<file path="src/rtl/tdm_rx_pkg.sv">
package tdm_rx_pkg;
  localparam int unsigned CLK_PER_BIT = 16;
  localparam int unsigned BITS_PER_CH = 8;
  localparam int unsigned NUM_CH      = 128;
  localparam int unsigned DLY_W       = 5;
endpackage

</file>
<file path="src/rtl/tdm_frame_timer.sv">
module tdm_frame_timer #(
  parameter int unsigned FRAME_LEN = 16384,
  parameter int unsigned POS_W     = 14,
  parameter int unsigned DLY_W     = 5
) (
  input  logic             clk_i,
  input  logic             rst_ni,
  input  logic             frame_i,
  input  logic [DLY_W-1:0] delay_i,
  output logic [POS_W-1:0] pos_o,
  output logic [DLY_W-1:0] dly_o,
  output logic             synced_o
);
  localparam logic [POS_W-1:0] LAST_POS = POS_W'(FRAME_LEN - 1);

  always_ff @(posedge clk_i or negedge rst_ni) begin
    if (!rst_ni) begin
      pos_o    <= '0;
      dly_o    <= '0;
      synced_o <= 1'b0;
    end else if (frame_i) begin
      pos_o    <= '0;
      dly_o    <= delay_i;
      synced_o <= 1'b1;
    end else begin
      pos_o <= (pos_o == LAST_POS) ? '0 : pos_o + 1'b1;
    end
  end
endmodule

</file>
<file path="src/rtl/tdm_sample_point.sv">
module tdm_sample_point #(
  parameter int unsigned CLK_PER_BIT = 16,
  parameter int unsigned BITS_PER_CH = 8,
  parameter int unsigned FRAME_LEN   = 16384,
  parameter int unsigned POS_W       = 14,
  parameter int unsigned DLY_W       = 5,
  parameter int unsigned CH_W        = 7
) (
  input  logic [POS_W-1:0] pos_i,
  input  logic [DLY_W-1:0] dly_i,
  output logic             smp_o,
  output logic             last_o,
  output logic [CH_W-1:0]  ch_o
);
  localparam int unsigned CPB_W  = $clog2(CLK_PER_BIT);
  localparam int unsigned BPOS_W = $clog2(BITS_PER_CH);
  localparam int unsigned QSTEP  = CLK_PER_BIT / 4;
  localparam int unsigned BASE   = (CLK_PER_BIT * 3) / 4;

  logic [POS_W:0] off, pos_x, sp;

  always_comb begin
    off   = (POS_W+1)'(BASE) + (POS_W+1)'(dly_i) * (POS_W+1)'(QSTEP);
    pos_x = {1'b0, pos_i};
    // position relative to the delayed frame start, wrapped into the previous frame
    sp    = (pos_x >= off) ? (pos_x - off) : (pos_x + (POS_W+1)'(FRAME_LEN) - off);
  end

  assign smp_o  = (sp[CPB_W-1:0] == '0);
  assign last_o = &sp[CPB_W+BPOS_W-1:CPB_W];
  assign ch_o   = sp[POS_W-1:CPB_W+BPOS_W];
endmodule

</file>
<file path="src/rtl/tdm_byte_packer.sv">
module tdm_byte_packer #(
  parameter int unsigned BITS_PER_CH = 8,
  parameter int unsigned CH_W        = 7
) (
  input  logic                   clk_i,
  input  logic                   rst_ni,
  input  logic                   en_i,
  input  logic                   last_i,
  input  logic [CH_W-1:0]        ch_i,
  input  logic                   ser_i,
  output logic [BITS_PER_CH-1:0] byte_o,
  output logic [CH_W-1:0]        chan_o,
  output logic                   valid_o
);
  logic [BITS_PER_CH-1:0] sh_q, sh_d;

  assign sh_d = {sh_q[BITS_PER_CH-2:0], ser_i};

  always_ff @(posedge clk_i or negedge rst_ni) begin
    if (!rst_ni) begin
      sh_q    <= '0;
      byte_o  <= '0;
      chan_o  <= '0;
      valid_o <= 1'b0;
    end else begin
      valid_o <= en_i & last_i;
      if (en_i) sh_q <= sh_d;
      if (en_i && last_i) begin
        byte_o <= sh_d;
        chan_o <= ch_i;
      end
    end
  end
endmodule

</file>
<file path="src/rtl/tdm_frac_delay_rx.sv">
module tdm_frac_delay_rx
  import tdm_rx_pkg::*;
#(
  parameter int unsigned CPB   = CLK_PER_BIT,
  parameter int unsigned BPC   = BITS_PER_CH,
  parameter int unsigned NCH   = NUM_CH,
  parameter int unsigned DW    = DLY_W,
  localparam int unsigned FRAME_LEN = CPB * BPC * NCH,
  localparam int unsigned POS_W     = $clog2(FRAME_LEN),
  localparam int unsigned CH_W      = $clog2(NCH)
) (
  input  logic            clk_i,
  input  logic            rst_ni,
  input  logic            frame_i,
  input  logic            ser_i,
  input  logic [DW-1:0]   delay_i,
  output logic [BPC-1:0]  byte_o,
  output logic [CH_W-1:0] chan_o,
  output logic            valid_o
);
  logic [POS_W-1:0] pos;
  logic [DW-1:0]    act_dly;
  logic             synced, smp, last;
  logic [CH_W-1:0]  ch;

  tdm_frame_timer #(.FRAME_LEN(FRAME_LEN), .POS_W(POS_W), .DLY_W(DW)) u_timer (
    .clk_i, .rst_ni, .frame_i, .delay_i,
    .pos_o(pos), .dly_o(act_dly), .synced_o(synced)
  );

  tdm_sample_point #(
    .CLK_PER_BIT(CPB), .BITS_PER_CH(BPC), .FRAME_LEN(FRAME_LEN),
    .POS_W(POS_W), .DLY_W(DW), .CH_W(CH_W)
  ) u_smp (
    .pos_i(pos), .dly_i(act_dly), .smp_o(smp), .last_o(last), .ch_o(ch)
  );

  tdm_byte_packer #(.BITS_PER_CH(BPC), .CH_W(CH_W)) u_pack (
    .clk_i, .rst_ni, .en_i(synced & smp), .last_i(last), .ch_i(ch), .ser_i,
    .byte_o, .chan_o, .valid_o
  );
endmodule

</file>
<file path="config.mk">
export PLATFORM = sky130hd
export DESIGN_NAME = tdm_frac_delay_rx
export DESIGN_NICKNAME = d
export VERILOG_FILES = /design/src/rtl/tdm_rx_pkg.sv /design/src/rtl/tdm_frame_timer.sv /design/src/rtl/tdm_sample_point.sv /design/src/rtl/tdm_byte_packer.sv /design/src/rtl/tdm_frac_delay_rx.sv
export SDC_FILE = /design/constraint.sdc
export NUM_CORES = 1
export LEC_CHECK = 0
export CORE_UTILIZATION = 45
export DETAILED_ROUTE_END_ITERATION = 12
export GPL_TIMING_DRIVEN = 0
export PLACE_DENSITY = 0.71
export SLEW_MARGIN = 15
export SYNTH_ARGS = -nofsm -noshare
export SYNTH_HDL_FRONTEND = slang
export SYNTH_HIERARCHICAL = 1
export SYNTH_SLANG_ARGS = --single-unit
</file>
<file path="constraint.sdc">
create_clock -name clk_i -period 7.89 [get_ports clk_i]
set_input_delay 1.578 -clock clk_i [delete_from_list [all_inputs] [get_ports clk_i]]
set_output_delay 1.578 -clock clk_i [all_outputs]
set_load 0.01 [all_outputs]
</file>
==> flow_metrics.env <==
export IMPL_p_total_mw=0.6725
export IMPL_cts_repair_resized=0
export IMPL_antenna_cells=0
export IMPL_syn_area_um2=2431
export IMPL_path_max_fanout=10
export IMPL_reg2regPathDepth=12
export IMPL_num_vias=1613
export IMPL_synth_cells=207
export IMPL_drt_pass1_iter_count=4
export IMPL_rsz0062_at_grt="false"
export IMPL_clk_pin_slew_ps=80
export IMPL_tns_ps=0
export IMPL_fillers=473
export IMPL_multi_input_area_um2=1282
export IMPL_avgSynthCellArea_um2=11.74
export IMPL_io_pins=25
export IMPL_mostFrequentLayoutCell="dfrtp_1"
export IMPL_cts_hold_buf=0
export IMPL_hp_class="reg -> reg"
export IMPL_clk_latency_ps=290
export IMPL_areaGrowthSynthToFinish_pct=17.55
export IMPL_whs_path_depth=1
export IMPL_nNetsFinal=258
export IMPL_gp_congestion=0.8698
export IMPL_crit_buf_inv=2
export IMPL_slew_headroom=0.6714
export IMPL_crit_chain="inv_1, ha_1, nor2_1, xnor2_1, ha_1, and4_1, a41oi_1, nand3_2, o41ai_2, nand2_4, buf_12, mux2_4"
export IMPL_cp_end_kind="flop"
export IMPL_period_needed_ps=3290
export IMPL_ys_ff_latch=43
export IMPL_post_cts_buffers=0
export IMPL_arrival_ps=3470
export IMPL_port_buffers=24
export IMPL_mostFrequentLayoutCells="43 x dfrtp_1, 23 x clkdlybuf4s50_1, 22 x nor2_1"
export IMPL_grt_usage=0.1612
export IMPL_synthFlopType="dfrtp_1"
export IMPL_antenna_found_initial=0
export IMPL_crit_family="compound AO/OA/AOI/OAI gates"
export IMPL_path_depth=12
export IMPL_regArea_um2=1076
export IMPL_yosysWarnings=6
export IMPL_dp_hpwl_um=3143
export IMPL_seq_power_share=0.461
export IMPL_start_kind="flop"
export IMPL_cpPeakStageDelay_ps=490
export IMPL_wl_per_cell_um=13.67
export IMPL_drt_iter0_markers=88
export IMPL_cpMaxStageDelayCell="o41ai_2"
export IMPL_yosysSeqAreaShare=0.4426
export IMPL_required_ps=8070
export IMPL_fin_worst_skew_ps=7.438
export IMPL_yosys_top_cells_area="dfrtp_1 44%, mux2_2 8.3%, xnor2_1 5.8%"
export IMPL_critPathMostFrequentCell="ha_1"
export IMPL_finalSetupViolations=0
export IMPL_hold_viol=0
export IMPL_p_clk_frac=0.198
export IMPL_powerDensity_nw_per_um2=235.3
export IMPL_synth_distinct_cells=47
export IMPL_drc=0
export IMPL_cts_max_path_buffers=2
export IMPL_cts_htree_levels=2
export IMPL_peakVddDrop_v=0.0001261
export IMPL_min_period_over_period=0.4170
export IMPL_p_comb_frac=0.342
export IMPL_fmax_mhz=304.0
export IMPL_synth_top_cell_by_area="dfrtp_1"
export IMPL_status="finished clean"
export IMPL_cts_tree="built"
export IMPL_synth_edff_count=0
export IMPL_cts_root_buf="clkbuf_8"
export IMPL_worstSetupPathType="reg -> reg"
export IMPL_tightestPinTransition_ps=492.8
export IMPL_grt_max_degree=34
export IMPL_async_reset_ff_frac=1.000
export IMPL_die_h_um=75.50
export IMPL_die_area_um2=5700
export IMPL_numCtsBuffers=5
export IMPL_synth_top_area_frac=0.4426
export IMPL_swShare=0.2829
export IMPL_ant_nets=0
export IMPL_grt_pass1_wl_um=6810
export IMPL_drt_wl_total_um=4238
export IMPL_p_int_mw=0.4823
export IMPL_syn_nets=226
export IMPL_drive_above_1_share=0.2250
export IMPL_die_w_um=75.50
export IMPL_maxSlewViolCount=0
export IMPL_core_um2=5140
export IMPL_drv_cap=0
export IMPL_rows=26
export IMPL_p_leak_nw=1.313
export IMPL_initial_core_util=0.4730
export IMPL_first_global_vias=1476
export IMPL_vias_per_cell=5.203
export IMPL_grt_overflow_total=0
export IMPL_cts_sinks=43
export IMPL_p_sw_mw=0.1903
-- through the flow --
stage | util | hold WS [ps] | area (um^2) | worst slack, ps | cells
floorplan | - | 428.0 | 2431 | 4902 | 207
global placement | 0.5368 | 445.9 | 2759 | 4098 | 301
detailed placement | 0.5397 | 444.8 | 2774 | 4638 | 302
CTS | 0.5560 | 466.4 | 2858 | 4599 | 310
global route | 0.5560 | 498.7 | 2858 | 4400 | 310
finish | 0.5560 | 467.3 | 2858 | 4600 | 310
-- final timing paths --
| kind | start | end | slack, ps |
|---|---|---|---|
| worst max-delay path | u_timer/dly_o[0] | u_pack/byte_o[3] | 4600 |
| worst min-delay path | u_timer/synced_o | u_timer/synced_o | 470 |
| worst max register to register | u_timer/dly_o[0] | u_pack/byte_o[3] | 4600 |
| worst min register to register | u_timer/synced_o | u_timer/synced_o | 470 |
| max in group asynchronous | rst_ni | u_timer/dly_o[1] | 6290 |
| min in group asynchronous | rst_ni | u_pack/chan_o[2] | 1150 |
-- cell type report --
class / count / share of cell area
clock buffers: 5 / 0.02408
multi-input cells: 151 / 0.4488
well taps: 70 / 0.03065
plain buffers: 3 / 0.01226
flip-flops and latches: 43 / 0.3765
inverters: 10 / 0.01313
repair buffers: 25 / 0.08932
clock inverters: 3 / 0.005254
-- synth_stat cells (3+ instances only) --
library cell	count
nor3_1	3
o21a_1	3
xnor2_1	16
nor2_1	22
ha_1	9
mux2_2	18
xor2_1	10
o21ai_0	5
mux2_4	9
dfrtp_1	43
and3_1	3
inv_1	10
nor4_2	3
mux2i_1	3
nand2_1	10
nand3_1	6
-- sequential cells by signal (all words and copies together) (netlist names) --
register and cells:
u_timer/pos_o 14, u_timer/dly_o 5, u_pack/valid_o 1, u_pack/sh_q 7
u_pack/byte_o 8, u_timer/synced_o 1, u_pack/chan_o 7
-- layer usage --
layer | GRT usage | routed length [um] | vias to the layer above
li1 | - | - | 789
met1 | 0.2099 | 2004 | 793
met2 | 0.2599 | 2037 | 27
met3 | 0.03968 | 141 | 4
met4 | 0.06173 | 55 | 0
met5 | 0 | 0 | -
-- logic make-up (layout without fill, tap and decap cells) --
family,Yosys count,after routing,synth area share
adders and majority gates,10,10,0.05456
DFF,43,43,0.4426
buffers and inverters,13,46,0.02985
and+or+nand+nor,65,65,0.1616
muxes,30,30,0.1513
xor gates and xnor gates,26,26,0.09367
AOI/OAI and AO/OA,20,20,0.06639
-- power by group through the flow --
stage / logic [mW] / registers [mW] / clock network, mW
after floorplan: 0.119 / 0.325 / 0
after global placement: 0.226 / 0.313 / 0
after detailed placement: 0.231 / 0.315 / 0
after CTS: 0.232 / 0.311 / 0.141
after global routing: 0.248 / 0.319 / 0.149
final: 0.230 / 0.310 / 0.133
No activity file was read; power rests on OpenSTA's default activity.
